===== config.mk =====
export PLATFORM = sky130hd
export DESIGN_NAME = scl_rate_gen
export DESIGN_NICKNAME = d
export VERILOG_FILES = /design/src/rtl/scl_rate_pkg.sv /design/src/rtl/scl_sync.sv /design/src/rtl/scl_half_timer.sv /design/src/rtl/scl_phase_ctrl.sv /design/src/rtl/scl_bus_free.sv /design/src/rtl/scl_rate_gen.sv
export SDC_FILE = /design/constraint.sdc
export NUM_CORES = 1
export LEC_CHECK = 0
export BUFFER_PORTS_ARGS = -buffer_cell sky130_fd_sc_hd__buf_2
export CORE_ASPECT_RATIO = 0.7
export CORE_UTILIZATION = 45
export DETAILED_ROUTE_END_ITERATION = 6
export PLACE_DENSITY_LB_ADDON = 0.25
export RECOVER_POWER = 25
export SLEW_MARGIN = 40
export SYNTH_ARGS = -nofsm -noshare
export SYNTH_HDL_FRONTEND = slang
export SYNTH_SLANG_ARGS = --single-unit

===== constraint.sdc =====
create_clock -name clk -period 5.4 [get_ports clk]
set_input_delay 0.81 -clock clk [delete_from_list [all_inputs] [get_ports clk]]
set_output_delay 0.81 -clock clk [all_outputs]
set_load 0.05 [all_outputs]

===== src/rtl/scl_rate_pkg.sv =====
package scl_rate_pkg;

    localparam int RATE_W      = 8;
    localparam int SYNC_STAGES = 2;
    localparam int BF_MULT     = 10;
    localparam int BF_OFFSET   = 16;
    localparam int BF_W        = $clog2(BF_MULT * (2 ** RATE_W) + BF_OFFSET + 1);
    localparam int SETTLE_W    = $clog2(SYNC_STAGES + 1);

    typedef logic [RATE_W-1:0] rate_t;
    typedef logic [BF_W-1:0]   bf_cnt_t;

    typedef enum logic [1:0] {
        PH_IDLE = 2'd0,
        PH_LOW  = 2'd1,
        PH_HIGH = 2'd2
    } phase_e;

    typedef struct packed {
        logic load;
        logic count_en;
    } tmr_ctl_t;

    // Idle-bus timeout length in clocks for a given rate value.
    function automatic bf_cnt_t bf_limit(rate_t n);
        bf_cnt_t span;
        span = bf_cnt_t'((2 ** RATE_W) - int'(n));
        return bf_cnt_t'(BF_MULT) * span + bf_cnt_t'(BF_OFFSET);
    endfunction

endpackage


===== src/rtl/scl_sync.sv =====
module scl_sync #(
    parameter int               WIDTH   = 2,
    parameter int               STAGES  = 2,
    parameter logic [WIDTH-1:0] RST_VAL = '0
) (
    input  logic             clk,
    input  logic             rst,
    input  logic [WIDTH-1:0] d,
    output logic [WIDTH-1:0] q
);

    generate
        if (STAGES == 1) begin : g_single
            always_ff @(posedge clk) begin
                if (rst) q <= RST_VAL;
                else     q <= d;
            end
        end else begin : g_chain
            logic [STAGES-1:0][WIDTH-1:0] chain;
            always_ff @(posedge clk) begin
                if (rst) chain <= {STAGES{RST_VAL}};
                else     chain <= {chain[STAGES-2:0], d};
            end
            assign q = chain[STAGES-1];
        end
    endgenerate

endmodule


===== src/rtl/scl_half_timer.sv =====
module scl_half_timer
    import scl_rate_pkg::*;
(
    input  logic     clk,
    input  logic     rst,
    input  tmr_ctl_t ctl,
    input  rate_t    preset,
    output rate_t    value,
    output logic     at_max
);

    always_ff @(posedge clk) begin
        if (rst)               value <= '0;
        else if (ctl.load)     value <= preset;
        else if (ctl.count_en) value <= value + rate_t'(1);
    end

    assign at_max = (value == '1);

endmodule


===== src/rtl/scl_phase_ctrl.sv =====
module scl_phase_ctrl
    import scl_rate_pkg::*;
(
    input  logic     clk,
    input  logic     rst,
    input  logic     enable,
    input  logic     scl_hi,
    input  logic     at_max,
    output phase_e   phase,
    output tmr_ctl_t ctl
);

    localparam logic [SETTLE_W-1:0] SETTLE_LOAD = SETTLE_W'(SYNC_STAGES);

    phase_e               phase_nxt;
    logic [SETTLE_W-1:0]  settle;
    logic                 line_ready;

    // The synchronizer output only reflects the released wire once its
    // pipeline has refilled after the release edge.
    assign line_ready = (settle == '0) && scl_hi;

    always_comb begin
        phase_nxt    = phase;
        ctl          = '0;
        unique case (phase)
            PH_IDLE: begin
                ctl.load = 1'b1;
                if (enable) phase_nxt = PH_LOW;
            end
            PH_LOW: begin
                if (!enable) begin
                    ctl.load  = 1'b1;
                    phase_nxt = PH_IDLE;
                end else if (at_max) begin
                    ctl.load  = 1'b1;
                    phase_nxt = PH_HIGH;
                end else begin
                    ctl.count_en = 1'b1;
                end
            end
            PH_HIGH: begin
                if (!enable) begin
                    ctl.load  = 1'b1;
                    phase_nxt = PH_IDLE;
                end else if (line_ready) begin
                    if (at_max) begin
                        ctl.load  = 1'b1;
                        phase_nxt = PH_LOW;
                    end else begin
                        ctl.count_en = 1'b1;
                    end
                end
            end
            default: begin
                ctl.load  = 1'b1;
                phase_nxt = PH_IDLE;
            end
        endcase
    end

    always_ff @(posedge clk) begin
        if (rst) begin
            phase  <= PH_IDLE;
            settle <= '0;
        end else begin
            phase <= phase_nxt;
            if (phase != PH_HIGH && phase_nxt == PH_HIGH) settle <= SETTLE_LOAD;
            else if (settle != '0)                      settle <= settle - 1'b1;
        end
    end

endmodule


===== src/rtl/scl_bus_free.sv =====
module scl_bus_free
    import scl_rate_pkg::*;
(
    input  logic  clk,
    input  logic  rst,
    input  logic  scl_hi,
    input  logic  sda_hi,
    input  rate_t rate,
    output logic  pulse
);

    bf_cnt_t idle_cnt;
    bf_cnt_t limit;
    logic    expired;

    assign limit = bf_limit(rate);

    always_ff @(posedge clk) begin
        if (rst) begin
            idle_cnt <= '0;
            expired  <= 1'b0;
            pulse    <= 1'b0;
        end else begin
            pulse <= 1'b0;
            if (!(scl_hi && sda_hi)) begin
                idle_cnt <= '0;
                expired  <= 1'b0;
            end else if (!expired) begin
                if (idle_cnt == limit - 1'b1) begin
                    pulse   <= 1'b1;
                    expired <= 1'b1;
                end else begin
                    idle_cnt <= idle_cnt + 1'b1;
                end
            end
        end
    end

endmodule


===== src/rtl/scl_rate_gen.sv =====
module scl_rate_gen
    import scl_rate_pkg::*;
(
    input  logic              clk,
    input  logic              rst,
    input  logic              rate_we,
    input  logic [RATE_W-1:0] rate_wdata,
    output logic [RATE_W-1:0] rate_rdata,
    input  logic              enable,
    output logic              scl_drive_low,
    input  logic              scl_in,
    input  logic              sda_in,
    output logic              bus_free
);

    rate_t    rate_q;
    logic [1:0] line_sync;
    logic     scl_hi;
    logic     sda_hi;
    phase_e   phase;
    tmr_ctl_t tctl;
    rate_t    tmr_value;
    logic     at_max;

    always_ff @(posedge clk) begin
        if (rst)          rate_q <= '0;
        else if (rate_we) rate_q <= rate_wdata;
    end
    assign rate_rdata = rate_q;

    scl_sync #(
        .WIDTH   (2),
        .STAGES  (SYNC_STAGES),
        .RST_VAL (2'b00)
    ) u_sync (
        .clk (clk),
        .rst (rst),
        .d   ({scl_in, sda_in}),
        .q   (line_sync)
    );
    assign scl_hi = line_sync[1];
    assign sda_hi = line_sync[0];

    scl_half_timer u_tmr (
        .clk    (clk),
        .rst    (rst),
        .ctl    (tctl),
        .preset (rate_q),
        .value  (tmr_value),
        .at_max (at_max)
    );

    scl_phase_ctrl u_ctl (
        .clk    (clk),
        .rst    (rst),
        .enable (enable),
        .scl_hi (scl_hi),
        .at_max (at_max),
        .phase  (phase),
        .ctl    (tctl)
    );

    scl_bus_free u_bf (
        .clk    (clk),
        .rst    (rst),
        .scl_hi (scl_hi),
        .sda_hi (sda_hi),
        .rate   (rate_q),
        .pulse  (bus_free)
    );

    assign scl_drive_low = (phase == PH_LOW);

endmodule


Word-level counts from Yosys, hierarchy flattened
Index checks and enable logic that the tools add are counted.
{"block": "totals", "regBits": 38, "wordCells": 60, "input_bits": 14, "out_inout_bits": 10}
{"block": "classes", "n_bitwise": 3, "n_mul": 1, "reduce_logical": 12, "eq_ne": 6, "add_sub_neg": 6, "n_mux": 22}
{"cell": "$mux W2", "count": 9}
{"cell": "$mux W8", "count": 2}
{"cell": "$add A12 B1 Y12 const B", "count": 1}
{"cell": "$add A12 B5 Y12 const B", "count": 1}
{"cell": "$eq A12 B12 Y1", "count": 1}
{"cell": "$mul A3 B12 Y11 const A", "count": 1}
{"cell": "$sub A12 B1 Y12 const B", "count": 1}
{"cell": "$sub A9 B8 Y10 const A", "count": 1}
{"cell": "$add A8 B1 Y8 const B", "count": 1}
{"cell": "$eq A8 B8 Y1 const B", "count": 1}
{"cell": "$mux W1", "count": 8}
{"cell": "$pmux W2 S3", "count": 1}
{"cell": "$reduce_bool A2 Y1", "count": 3}
{"cell": "$eq A2 B2 Y1 const B", "count": 2}
{"cell": "$logic_not A2 Y1", "count": 2}
{"cell": "$pmux W1 S2", "count": 2}
{"cell": "$reduce_or A2 Y1", "count": 2}
{"cell": "$logic_and A1 B1 Y1", "count": 3}
{"cell": "$not A1 Y1", "count": 3}
{"cell": "$reduce_or A3 Y1", "count": 1}
{"cell": "$eq A2 B1 Y1 const B", "count": 1}
{"cell": "$ne A2 B2 Y1 const B", "count": 1}
{"cell": "$reduce_and A2 Y1", "count": 1}
{"cell": "$sub A2 B1 Y2 const B", "count": 1}

Logic depth before layout (Yosys ltp)
Gate-level depths: netlist of run 1.
{"block": "logic_depth", "depth_word": 8, "depth_mapped": 18, "depth_no_buf": 16}

By module
A second synthesis of run 1 with hierarchy kept.
{"block": "unflattened", "hier_cells": 329, "hier_area_um2": 2782.7}
{"mod": "scl_bus_free", "instances": 1, "area_per_inst_um2": 1599.0, "cells_per_inst": 198}
{"mod": "scl_half_timer", "instances": 1, "area_per_inst_um2": 451.7, "cells_per_inst": 54}
{"mod": "scl_phase_ctrl", "instances": 1, "area_per_inst_um2": 320.3, "cells_per_inst": 40}
{"mod": "scl_rate_gen", "instances": 1, "area_per_inst_um2": 291.5, "cells_per_inst": 27}
{"mod": "scl_sync", "instances": 1, "area_per_inst_um2": 120.1, "cells_per_inst": 10}

Least setup slack after synthesis of run 1
OpenSTA, ideal clock, no wires.
{"block": "synth_path", "path_kind": "reg2reg", "startpoint": "register rate_q[0] (netlist: rate_rdata[0])", "endpoint": "register u_bf.idle_cnt[1]", "period_less_slack_ns": 4.098, "n_path_buf": 2, "setup_ns": 0.128, "path_stages_with_launch": 18, "required_ns": 5.272, "slack_ns": 1.302, "arrival_time_ns": 3.971, "cell_sequence": "dfxtp_1 > buf_6 > inv_1 > ha_1 > nand2_1 > xor2_1 > ha_1 > fa_1 > a211oi_1 > nor2_1 > xor2_1 > nand3_1 > nor3_1 > xor3_1 > a31oi_4 > buf_6 > mux2i_1 > nor2_1"}
{"block": "synth_via", "elab_chain_len": 7}
{"item": "start, declared", "line_no": "scl_rate_gen.sv:16", "rtl": "rate_t rate_q;"}
{"item": "start signal, assigned", "line_no": "scl_rate_gen.sv:27", "rtl": "else if (rate_we) rate_q <= rate_wdata;"}
{"item": "$sub A9 B8 Y10", "line_no": "scl_rate_pkg.sv:27", "rtl": "span = bf_cnt_t'((2 ** RATE_W) - int'(n));"}
{"item": "$mul A3 B12 Y11", "line_no": "scl_rate_pkg.sv:28", "rtl": "return bf_cnt_t'(BF_MULT) * span + bf_cnt_t'(BF_OFFSET);"}
{"item": "$add A12 B5 Y12", "line_no": "scl_rate_pkg.sv:28"}
{"item": "$sub A12 B1 Y12", "line_no": "scl_bus_free.sv:29", "rtl": "if (idle_cnt == limit - 1'b1) begin"}
{"item": "$eq A12 B12 Y1", "line_no": "scl_bus_free.sv:29"}
{"item": "$not A1 Y1 (no line)"}
{"item": "$reduce_and A2 Y1 (no line)"}
{"item": "end signal, assigned", "line_no": "scl_bus_free.sv:33", "rtl": "idle_cnt <= idle_cnt + 1'b1;"}
{"item": "end, declared", "line_no": "scl_bus_free.sv:12", "rtl": "bf_cnt_t idle_cnt;"}
Every way passes these cells.
A chain may end at the register's enable or synchronous reset.

Worst setup path in the final report of run 1
{"block": "layout_path", "startpoint": "register rate_q[0] (netlist: rate_rdata[0])", "endpoint": "register u_bf.idle_cnt[2]"}
The elaborated chain is that of the path after synthesis.

==> impl_metrics.sql, run 1 <==
INSERT INTO impl_metrics (metric_group, metric, value, unit) VALUES
('route', 'detail_route.drc_violations', '0', ''),
('yosys', 'synth-seq-cells', '38', ''),
('placed_design', 'placement.io_buffers', '23', ''),
('cts', 'cts_buffers', '5', ''),
('sta', 'final-max-slew-violation-count', '0', ''),
('setup_path', 'cp-end-kind', 'flip-flop', ''),
('yosys', 'synth.yosys.seq_area_share', '29.0', '%'),
('floorplanning', 'floorplan.die.height', '65.9', 'um'),
('yosys', 'edff_count_synth', '0', ''),
('route', 'avgViaCountPerCell', '5.43', ''),
('placed_design', 'dp_worst_setup_slack', '1.11', 'ns'),
('yosys', 'synth-compound-area-share', '14.5', '%'),
('cts', 'post_cts.repair.setup_buffers', '0', ''),
('placed_design', 'gp_congestion', '0.844', ''),
('sta', 'timing.final.crit_share', '80.0', '%'),
('power', 'netSwitchingPower', '0.000320', 'W'),
('route', 'vias', '2145', ''),
('yosys', 'synth.lib_cells_used.distinct', '49', ''),
('yosys', 'synth_async_sr_flop_share', '0', '%'),
('power', 'clock_power_share', '31.2', '%'),
('yosys', 'synthesis.instances', '305', ''),
('floorplanning', 'die_area', '6140', 'um^2'),
('setup_path', 'cp_data_required_time', '5.60', 'ns'),
('route', 'remaining_antenna_violation_count_after_routing', '0', ''),
('floorplanning', 'design.core.area', '5420', 'um^2'),
('yosys', 'synth_fp_nets', '339', ''),
('power', 'seq_power_share', '32.1', '%'),
('global_routing', 'first_global_vias', '1971', ''),
('run_status', 'status', 'finished, final reports clean', ''),
('cts', 'tritoncts', 'built', ''),
('cts', 'clock_insertion_delay_worst_skew', '0.29', 'ns'),
('sta', 'setup_ws', '1.08', 'ns'),
('yosys', 'yosys.area_share.xor_xnor', '12.9', '%'),
('flow_run', 'max_cap_viol_count', '0', ''),
('global_routing', 'grt_first_pass_wirelength', '9270', 'um'),
('yosys', 'synth_ff_type', 'sky130_fd_sc_hd__dfxtp_1', ''),
('cts', 'path_clk_slew', '0.09', 'ns'),
('sta', 'worst_pin_slew', '1.31', 'ns'),
('floorplanning', 'floorplan.initialDensity', '48.4', '%'),
('yosys', 'synth_adder_area_share', '9.83', '%'),
('sta', 'finClkSkew', '0.0143', 'ns'),
('cts', 'post_cts_resized', '0', ''),
('final_layout', 'layout.nets', '356', ''),
('setup_path', 'crit_path_max_fanout', '17', ''),
('route', 'drt_first_pass_iters', '4', ''),
('global_routing', 'overflow', '0', ''),
('global_routing', 'initial_antenna_violation_count', '0', ''),
('sta', 'setup_viol', '0', ''),
('yosys', 'yosys_warnings', '0', ''),
('setup_path', 'cp_data_arrival_time', '4.52', 'ns'),
('sta', 'max_slew_margin', '12.7', '%'),
('yosys', 'synth_mux_area_share', '4.96', '%'),
('final_layout', 'fillCellCount', '517', ''),
('floorplanning', 'die_width', '93.2', 'um'),
('yosys', 'netlist_top_cells_count', '38 x sky130_fd_sc_hd__dfxtp_1, 38 x sky130_fd_sc_hd__nor2_1, 23 x sky130_fd_sc_hd__nand2_1', ''),
('power', 'p_int', '0.000627', 'W'),
('route', 'routed_wire_length_per_instance', '13.6', 'um'),
('floorplanning', 'num_io_pins', '24', ''),
('cts', 'clock_sink_count', '38', ''),
('sta', 'grt_setup_unrepaired', 'false', ''),
('cts', 'root_buffer', 'sky130_fd_sc_hd__clkbuf_8', ''),
('setup_path', 'cp_slowest_stage_delay', '0.54', 'ns'),
('cts', 'cts_hold_repair.buffers', '0', ''),
('yosys', 'synth_top_family_by_area', 'simple AND/OR/NAND/NOR gates', ''),
('setup_path', 'critPathSlowestCell', 'sky130_fd_sc_hd__dfxtp_1', ''),
('sta', 'fmaxAchievable', '0.231', 'GHz'),
('cts', 'clock_path_buffers', '2', ''),
('route', 'detail_route.wirelength', '5370', 'um'),
('power', 'power.combinational.fraction', '36.7', '%'),
('sta', 'hold_slack', '0.463', 'ns'),
('power', 'power.ir.vdd_worst', '0.153', 'mV');
-- sequential cells by signal (all words and copies together), names as in the netlist --
register	count
u_sync.q	2
u_ctl.phase	2
u_ctl.settle	2
rate_rdata	8
u_bf.pulse	1
u_bf.expired	1
u_bf.idle_cnt	12
u_tmr.value	8
u_sync.g_chain.chain	2
-- layout by cell type, fill, tap and decap left out, types with 2 or more instances in the layout --
cell type / instances
sky130_fd_sc_hd__nand4_1: 5
sky130_fd_sc_hd__nor2_1: 38
sky130_fd_sc_hd__a21o_1: 4
sky130_fd_sc_hd__nand3_1: 12
sky130_fd_sc_hd__clkbuf_8: 5
sky130_fd_sc_hd__and2_1: 2
sky130_fd_sc_hd__a21oi_1: 14
sky130_fd_sc_hd__a31o_1: 2
sky130_fd_sc_hd__nor2b_1: 7
sky130_fd_sc_hd__bufinv_16: 2
sky130_fd_sc_hd__xor2_1: 12
sky130_fd_sc_hd__nor4_1: 2
sky130_fd_sc_hd__xnor3_1: 2
sky130_fd_sc_hd__inv_1: 7
sky130_fd_sc_hd__or3_4: 2
sky130_fd_sc_hd__a21bo_1: 4
sky130_fd_sc_hd__mux2i_1: 13
sky130_fd_sc_hd__xnor2_1: 17
sky130_fd_sc_hd__o21ai_0: 10
sky130_fd_sc_hd__ha_1: 19
sky130_fd_sc_hd__and3_1: 5
sky130_fd_sc_hd__nor3_1: 12
sky130_fd_sc_hd__nand2_1: 23
sky130_fd_sc_hd__nand3b_1: 5
sky130_fd_sc_hd__buf_2: 22
sky130_fd_sc_hd__a31oi_1: 2
sky130_fd_sc_hd__dfxtp_1: 38
sky130_fd_sc_hd__or3_1: 5
sky130_fd_sc_hd__nor3b_1: 2
sky130_fd_sc_hd__a211oi_1: 10
-- layout make-up --
| class | count | area (um^2) | share of cell area (%) |
|---|---|---|---|
| multi-input combinational | 247 | 1770 | 61.1 |
| sequential | 38 | 761 | 26.2 |
| timing repair buffer | 23 | 114 | 3.93 |
| tap | 72 | 90.1 | 3.11 |
| clock buffer | 5 | 68.8 | 2.37 |
| clock inverter | 3 | 68.8 | 2.37 |
| inverter | 7 | 26.3 | 0.906 |
-- metrics by stage --
stage                     instance area (um^2)  cells  power (W)
after detailed placement                  2760    387   0.000656
after global placement                    2760    387   0.000648
final                                     2900    395   0.000948
after CTS                                 2900    395   0.000952
after global routing                      2900    395    0.00100
after floorplan                           2620    305   0.000602
-- final timing paths --
path	from	to	slack [ns]	depth (start not counted)
worst max-delay path	rate_rdata[0]$_SDFFE_PP0P_	u_bf.idle_cnt[2]$_SDFFE_PP0P_	1.08	15
worst min-delay path	u_sync.g_chain.chain[0]$_SDFF_PP0_	u_sync.q[0]$_SDFF_PP0_	0.46	1
worst max register to register	rate_rdata[0]$_SDFFE_PP0P_	u_bf.idle_cnt[2]$_SDFFE_PP0P_	1.08	15
worst min register to register	u_sync.g_chain.chain[0]$_SDFF_PP0_	u_sync.q[0]$_SDFF_PP0_	0.46	1
-- kinds of logic (layout without fill, tap and decap cells) --
logic type | after synthesis | in the layout
and+or+nand+nor | 127 | 127
AOI/OAI and AO/OA | 54 | 54
buffers and inverters | 20 | 38
adders and majority gates | 20 | 20
DFF | 38 | 38
muxes | 13 | 13
xor gates and xnor gates | 33 | 33
-- layer usage --
layer	GRT usage [%]	vias up	part of all wire, %
met5	0	-	0
met4	3.46	0	0.43
met3	3.79	2	3.3
met2	28.2	27	41
met1	28.8	997	56
li1	-	1119	-
-- power groups by stage --
stage / combinational [W] / clock (W) / sequential (W)
5_1_grt: 0.000385 / 0.000312 / 0.000307
3_5_place_dp: 0.000345 / 0 / 0.000311
6_report: 0.000348 / 0.000295 / 0.000304
3_3_place_gp: 0.000338 / 0 / 0.000311
4_1_cts: 0.000348 / 0.000300 / 0.000304
2_1_floorplan: 0.000284 / 0 / 0.000318
(Power assumes the default switching activity.)
==> run 2, diff against run 1 <==
==> constraint.sdc (replaced) <==
create_clock -name clk -period 3.6 [get_ports clk]
set_input_delay 0.54 -clock clk [delete_from_list [all_inputs] [get_ports clk]]
set_output_delay 0.54 -clock clk [all_outputs]
set_load 0.05 [all_outputs]
==> run 2 against run 1 <==
Compared with the run above: sequential cell count unchanged; fmax rose by 14%; sequential power is 50% higher; register-to-register slack got worse by 1.3 ns; power increased by 52%; clock skew fell by 0.00066 ns; worst hold slack got worse by 0.021 ns; first-iteration DRC count grew 67%; global-route usage grew 0.84 points; the flow now finishes with violations (setup timing); critical endpoint is now u_bf.idle_cnt[4]$_SDFFE_PP0P_; setup slack worse by 1.3 ns; die area stayed put; combinational power rose by 97%.
==> impl_metrics.sql, run 2 (synthesis results as in run 1) <==
INSERT INTO impl_metrics (metric_group, metric, value, unit) VALUES
('global_routing', 'grt_max_degree', '30', ''),
('cts', 'cts_buffers', '5', ''),
('final_layout', 'area.growth.synth_to_final', '20.3', '%'),
('cts', 'clock_insertion_delay_worst_skew', '0.31', 'ns'),
('placed_design', 'dp_worst_setup_slack', '-0.130', 'ns'),
('placed_design', 'placedCellCount', '401', ''),
('placed_design', 'gp_congestion', '0.799', ''),
('final_layout', 'drive_gt1_share', '24.4', '%'),
('floorplanning', 'die_width', '93.2', 'um'),
('worst_hold_path', 'hold_path_class', 'reg2reg', ''),
('route', 'remaining_antenna_violation_count_after_routing', '0', ''),
('cts', 'cts-htree-levels', '2', ''),
('setup_path', 'cp_data_required_time', '3.79', 'ns'),
('global_routing', 'grt_first_pass_wirelength', '9520', 'um'),
('final_layout', 'ff_latch_area', '771', 'um^2'),
('sta', 'finalWorstPathRequiredPeriod', '3.80', 'ns'),
('cts', 'path_clk_slew', '0.09', 'ns'),
('power', 'power.density', '456', 'nW/um^2'),
('setup_path', 'rr_worst_depth', '19', ''),
('final_layout', 'max_flop_register', 'u_bf.idle_cnt', ''),
('setup_path', 'critical_path_cell_count', '19', ''),
('setup_path', 'crit_path_max_fanout', '17', ''),
('cts', 'clock_sink_count', '38', ''),
('floorplanning', 'design.core.area', '5420', 'um^2'),
('setup_path', 'cp_slowest_stage_delay', '0.37', 'ns'),
('power', 'power.leakage', '1.28', 'nW'),
('cts', 'root_buffer', 'sky130_fd_sc_hd__clkbuf_8', ''),
('global_routing', 'overflow', '0', ''),
('cts', 'clock_path_buffers', '2', ''),
('sta', 'report.final.hold_viol_count', '0', ''),
('sta', 'final-max-slew-violation-count', '0', ''),
('route', 'vias', '2229', ''),
('final_layout', 'multi_input_area', '1890', 'um^2'),
('setup_path', 'cp_top_family', 'simple AND/OR/NAND/NOR gates', ''),
('floorplanning', 'placement_rows', '22', ''),
('sta', 'grt_setup_unrepaired', 'true', ''),
('final_layout', 'layout.cells.most_common', 'sky130_fd_sc_hd__nor2_1', ''),
('placed_design', 'place.detailed.hpwl', '4060', 'um'),
('floorplanning', 'floorplan.initialDensity', '48.4', '%'),
('floorplanning', 'num_io_pins', '24', ''),
('placed_design', 'placement.io_buffers', '23', ''),
('setup_path', 'number_of_buffers_and_inverters_on_the_critical_path', '4', ''),
('setup_path', 'crit_type', 'reg2reg', ''),
('floorplanning', 'die_area', '6140', 'um^2'),
('setup_path', 'crit_path_cell_chain', 'inv_2 -> ha_4 -> nand2_2 -> or3_4 -> xor2_2 -> ha_1 -> ha_4 -> nor2_1 -> nor2_1 -> xor2_1 -> buf_4 -> buf_4 -> nand3_2 -> nor3_2 -> xor3_2 -> a31oi_4 -> buf_12 -> nand4_1 -> mux2i_1', ''),
('worst_hold_path', 'hold_path_depth', '1', ''),
('sta', 'timing.final.crit_share', '106', '%'),
('cts', 'cts_hold_repair.buffers', '0', ''),
('final_layout', 'largest_reg_flops', '12', ''),
('final_layout', 'final_cell_count_no_fill', '416', ''),
('cts', 'tritoncts', 'built', ''),
('route', 'avgViaCountPerCell', '5.36', ''),
('setup_path', 'cp_data_arrival_time', '3.99', 'ns'),
('setup_path', 'cp-end-kind', 'flip-flop', ''),
('global_routing', 'initial_antenna_violation_count', '0', ''),
('global_routing', 'first_global_vias', '2070', ''),
('sta', 'setup_viol', '12', ''),
('flow_run', 'max_cap_viol_count', '0', ''),
('sta', 'finClkSkew', '0.0136', 'ns'),
('power', 'power.ir.vdd_worst', '0.162', 'mV'),
('route', 'detail_route.wirelength', '5510', 'um'),
('floorplanning', 'floorplan.die.height', '65.9', 'um'),
('sta', 'fmaxAchievable', '0.263', 'GHz'),
('sta', 'hold_slack', '0.443', 'ns'),
('route', 'routed_wire_length_per_instance', '13.2', 'um'),
('route', 'drt_iter0_markers', '139', ''),
('final_layout', 'insertedDiodeCount', '0', ''),
('final_layout', 'layout_common_cells', '38 x sky130_fd_sc_hd__nor2_1, 34 x sky130_fd_sc_hd__dfxtp_1, 23 x sky130_fd_sc_hd__buf_2', ''),
('power', 'finalPower', '0.00144', 'W'),
('setup_path', 'start_kind', 'flip-flop', ''),
('final_layout', 'fillCellCount', '490', ''),
('sta', 'max_slew_margin', '65.9', '%'),
('setup_path', 'critPathSlowestCell', 'sky130_fd_sc_hd__dfxtp_2', ''),
('global_routing', 'total_global_route_track_usage', '20.0', '%'),
('sta', 'setup_ws', '-0.199', 'ns'),
('route', 'drt_first_pass_iters', '4', ''),
('run_status', 'status', 'finished with violations', ''),
('run_status', 'violations', 'setup timing', ''),
('route', 'detail_route.drc_violations', '0', ''),
('sta', 'worst_pin_slew', '0.511', 'ns'),
('final_layout', 'layout.nets', '377', '');
## run 2: cell types whose count changed in the layout (fill, tap and decap cells not counted), sizes merged
cell and change:
bufinv -2, buf +22, clkinvlp +2, clkinv -1
## run 2: path summary, 6_finish.rpt
check / endpoint / slack, ns / from
worst max-delay path: u_bf.idle_cnt[4]$_SDFFE_PP0P_ / -0.20 / rate_rdata[1]$_SDFFE_PP0P_
worst min-delay path: u_sync.q[0]$_SDFF_PP0_ / 0.44 / u_sync.g_chain.chain[0]$_SDFF_PP0_
worst max register to register: u_bf.idle_cnt[4]$_SDFFE_PP0P_ / -0.20 / rate_rdata[1]$_SDFFE_PP0P_
worst min register to register: u_sync.q[0]$_SDFF_PP0_ / 0.44 / u_sync.g_chain.chain[0]$_SDFF_PP0_
## run 2: metrics by stage
step | utilization, % | instance area (um^2) | setup TNS [ns]
floorplan | - | 2690 | -1.10
global placement | 54.4 | 2950 | -0.166
detailed placement | 54.4 | 2950 | -0.761
CTS | 56.8 | 3080 | -0.784
global route | 58.2 | 3150 | -5.15
finish | 58.2 | 3150 | -1.87
## run 2: repair_timing
action	in CTS	in global routing
gates resized for setup	5	6
pin swaps	5	12
cloned	0	0
setup endpoints to repair	12	13
buffers inserted	2	5
## run 2: routing by layer
| layer | vias to the layer above | part of all wire, % | GRT usage, % |
|---|---|---|---|
| met2 | 31 | 42 | 29.8 |
| met5 | - | 0 | 0 |
| met1 | 1032 | 54 | 28.3 |
| met4 | 0 | 1.5 | 7.50 |
| li1 | 1158 | - | - |
| met3 | 8 | 3.0 | 4.14 |
## run 2: layout make-up
type | instances | share of cell area [%]
clock inverters | 2 | 0.476
flip-flops and latches | 38 | 24.4
repair buffers | 44 | 9.04
well taps | 72 | 2.86
multi-input cells | 247 | 60.0
clock buffers | 6 | 2.30
inverters | 7 | 0.912
## run 2: where the power goes
group,switching [W],internal (W)
registers,0.0000187,0.000436
logic,0.000352,0.000334
clock network,0.000161,0.000136
==> run 3, diff against run 2 <==
--- a/config.mk
+++ b/config.mk
@@ -7,7 +7,7 @@
 export LEC_CHECK = 0
 export BUFFER_PORTS_ARGS = -buffer_cell sky130_fd_sc_hd__buf_2
 export CORE_ASPECT_RATIO = 0.7
-export CORE_UTILIZATION = 45
+export CORE_UTILIZATION = 54
 export DETAILED_ROUTE_END_ITERATION = 6
 export PLACE_DENSITY_LB_ADDON = 0.25
 export RECOVER_POWER = 25
==> run 3 against run 2 <==
Compared with the run above: the flow still finishes with violations (setup timing); non-clock buffer count is 2 higher; combinational power is 3.8% higher; wire length is 15% higher; first-iteration DRC count is 38% higher; final cell count is 3.6% lower; die area is 16% lower; worst hold slack worse by 0.00058 ns; highest routed layer unchanged.
==> impl_metrics.sql, run 3 (synthesis results as in run 1) <==
INSERT INTO impl_metrics (metric_group, metric, value, unit) VALUES
('run_status', 'status', 'finished with violations', ''),
('run_status', 'violations', 'setup timing', ''),
('sta', 'finalWorstPathRequiredPeriod', '3.80', 'ns'),
('placed_design', 'place.detailed.hpwl', '4230', 'um'),
('placed_design', 'gp_congestion', '0.833', ''),
('setup_path', 'crit_path_max_fanout', '5', ''),
('floorplanning', 'floorplan.die.height', '60.3', 'um'),
('setup_path', 'cp_data_required_time', '3.83', 'ns'),
('route', 'detail_route.drc_violations', '0', ''),
('sta', 'setup_viol', '13', ''),
('placed_design', 'placedCellCount', '382', ''),
('cts', 'clock_insertion_delay_worst_skew', '0.30', 'ns'),
('cts', 'clock_sink_count', '38', ''),
('cts', 'clock_path_buffers', '2', ''),
('power', 'power.leakage', '1.34', 'nW'),
('final_layout', 'layout_common_cells', '38 x sky130_fd_sc_hd__nor2_1, 34 x sky130_fd_sc_hd__dfxtp_1, 23 x sky130_fd_sc_hd__buf_2', ''),
('route', 'detail_route.wirelength', '6350', 'um'),
('cts', 'path_clk_slew', '0.08', 'ns'),
('sta', 'setup_ws', '-0.199', 'ns'),
('sta', 'max_slew_margin', '63.3', '%'),
('global_routing', 'grt_max_degree', '30', ''),
('global_routing', 'first_global_vias', '2011', ''),
('route', 'drt_first_pass_iters', '6', ''),
('sta', 'final-max-slew-violation-count', '0', ''),
('flow_run', 'max_cap_viol_count', '0', ''),
('final_layout', 'layout.cells.most_common', 'sky130_fd_sc_hd__nor2_1', ''),
('cts', 'cts_hold_repair.buffers', '0', ''),
('placed_design', 'dp_worst_setup_slack', '-0.0960', 'ns'),
('sta', 'worst_pin_slew', '0.551', 'ns'),
('power', 'power.ir.vdd_worst', '0.227', 'mV'),
('setup_path', 'cp_data_arrival_time', '4.03', 'ns'),
('cts', 'tritoncts', 'built', ''),
('sta', 'timing.final.crit_share', '106', '%'),
('route', 'remaining_antenna_violation_count_after_routing', '0', ''),
('floorplanning', 'placement_rows', '20', ''),
('power', 'power.density', '454', 'nW/um^2'),
('final_layout', 'area.growth.synth_to_final', '25.0', '%'),
('setup_path', 'crit_type', 'reg2reg', ''),
('route', 'drt_iter0_markers', '192', ''),
('final_layout', 'insertedDiodeCount', '0', ''),
('final_layout', 'drive_gt1_share', '27.5', '%'),
('global_routing', 'total_global_route_track_usage', '23.9', '%'),
('cts', 'cts_buffers', '5', ''),
('route', 'avgViaCountPerCell', '5.97', ''),
('worst_hold_path', 'hold_path_class', 'reg2reg', ''),
('final_layout', 'max_flop_register', 'u_bf.idle_cnt', ''),
('setup_path', 'start_kind', 'flip-flop', ''),
('floorplanning', 'num_io_pins', '24', ''),
('sta', 'report.final.hold_viol_count', '0', ''),
('final_layout', 'layout.nets', '379', ''),
('floorplanning', 'die_width', '85.3', 'um'),
('route', 'vias', '2395', ''),
('floorplanning', 'die_area', '5140', 'um^2'),
('floorplanning', 'design.core.area', '4500', 'um^2'),
('sta', 'fmaxAchievable', '0.263', 'GHz'),
('route', 'routed_wire_length_per_instance', '15.8', 'um'),
('setup_path', 'cp-end-kind', 'flip-flop', ''),
('floorplanning', 'floorplan.initialDensity', '58.2', '%'),
('cts', 'cts-htree-levels', '2', ''),
('sta', 'grt_setup_unrepaired', 'true', ''),
('placed_design', 'placement.io_buffers', '23', ''),
('final_layout', 'final_cell_count_no_fill', '401', ''),
('global_routing', 'initial_antenna_violation_count', '0', ''),
('global_routing', 'overflow', '0', ''),
('global_routing', 'grt_first_pass_wirelength', '9480', 'um'),
('sta', 'finClkSkew', '0.00650', 'ns'),
('final_layout', 'largest_reg_flops', '12', ''),
('cts', 'root_buffer', 'sky130_fd_sc_hd__clkbuf_8', '');
-- run 3: layout make-up --
type / count / area, um^2
Multi-Input combinational cell: 247 / 1980
Fill cell: 327 / 1230
Sequential cell: 38 / 771
Timing Repair Buffer: 46 / 335
Clock buffer: 6 / 82.6
Tap cell: 55 / 68.8
Inverter: 7 / 28.8
Clock inverter: 2 / 12.5
-- run 3: path summary, 6_finish.rpt --
| kind | from | endpoint | slack, ns | depth (start not counted) |
|---|---|---|---|---|
| worst max-delay path | rate_rdata[0]$_SDFFE_PP0P_ | u_bf.idle_cnt[7]$_SDFFE_PP0P_ | -0.20 | 16 |
| worst min-delay path | u_sync.g_chain.chain[0]$_SDFF_PP0_ | u_sync.q[0]$_SDFF_PP0_ | 0.44 | 1 |
| worst max register to register | rate_rdata[0]$_SDFFE_PP0P_ | u_bf.idle_cnt[7]$_SDFFE_PP0P_ | -0.20 | 16 |
| worst min register to register | u_sync.g_chain.chain[0]$_SDFF_PP0_ | u_sync.q[0]$_SDFF_PP0_ | 0.44 | 1 |
-- run 3: worst max-delay path, stage by stage (launching register included) --
cell	delay, ns
sky130_fd_sc_hd__dfxtp_4	0.37
sky130_fd_sc_hd__nor3_4	0.19
sky130_fd_sc_hd__xor2_1	0.23
sky130_fd_sc_hd__inv_1	0.10
sky130_fd_sc_hd__ha_4	0.23
sky130_fd_sc_hd__ha_4	0.16
sky130_fd_sc_hd__fa_2	0.36
sky130_fd_sc_hd__a211oi_2	0.25
sky130_fd_sc_hd__nor2_1	0.10
sky130_fd_sc_hd__xor2_1	0.24
sky130_fd_sc_hd__nand4b_1	0.25
sky130_fd_sc_hd__xnor2_2	0.27
sky130_fd_sc_hd__nor4b_4	0.31
sky130_fd_sc_hd__a31oi_4	0.19
sky130_fd_sc_hd__buf_12	0.18
sky130_fd_sc_hd__a21bo_1	0.19
sky130_fd_sc_hd__a21oi_2	0.12
-- run 3: report_power, final --
group	total [W]	switching, W	internal [W]
clock	0.000319	0.000165	0.000154
sequential	0.000456	0.0000204	0.000436
combinational	0.000712	0.000370	0.000342
total	0.00149	0.000555	0.000932
-- run 3: per-stage QoR --
step | TNS (ns) | hold slack, ns | total power [W] | utilization [%] | instance area (um^2)
3_5_place_dp | -0.469 | 0.429 | 0.00105 | 64.6 | 2910
4_1_cts | -0.342 | 0.443 | 0.00141 | 68.6 | 3090
5_1_grt | -3.75 | 0.458 | 0.00156 | 72.8 | 3280
6_report | -1.91 | 0.442 | 0.00149 | 72.8 | 3280
2_1_floorplan | -1.10 | 0.414 | 0.000930 | - | 2690
3_3_place_gp | -0.0783 | 0.415 | 0.00104 | 64.6 | 2910
-- run 3: routing by layer --
layer | global-route usage [%] | vias up | share of wire [%]
li1 | - | 1163 | -
met1 | 33.6 | 1117 | 47
met2 | 37.6 | 99 | 44
met3 | 4.42 | 16 | 7.2
met4 | 8.33 | 0 | 1.7
met5 | 0 | - | 0
-- run 3: what timing repair did --
item                       in CTS  in global routing
gates resized for setup         7                 16
setup endpoints to repair      12                 13
gates cloned                    0                  2
setup buffers                   5                  5
pin swaps                      15                 14
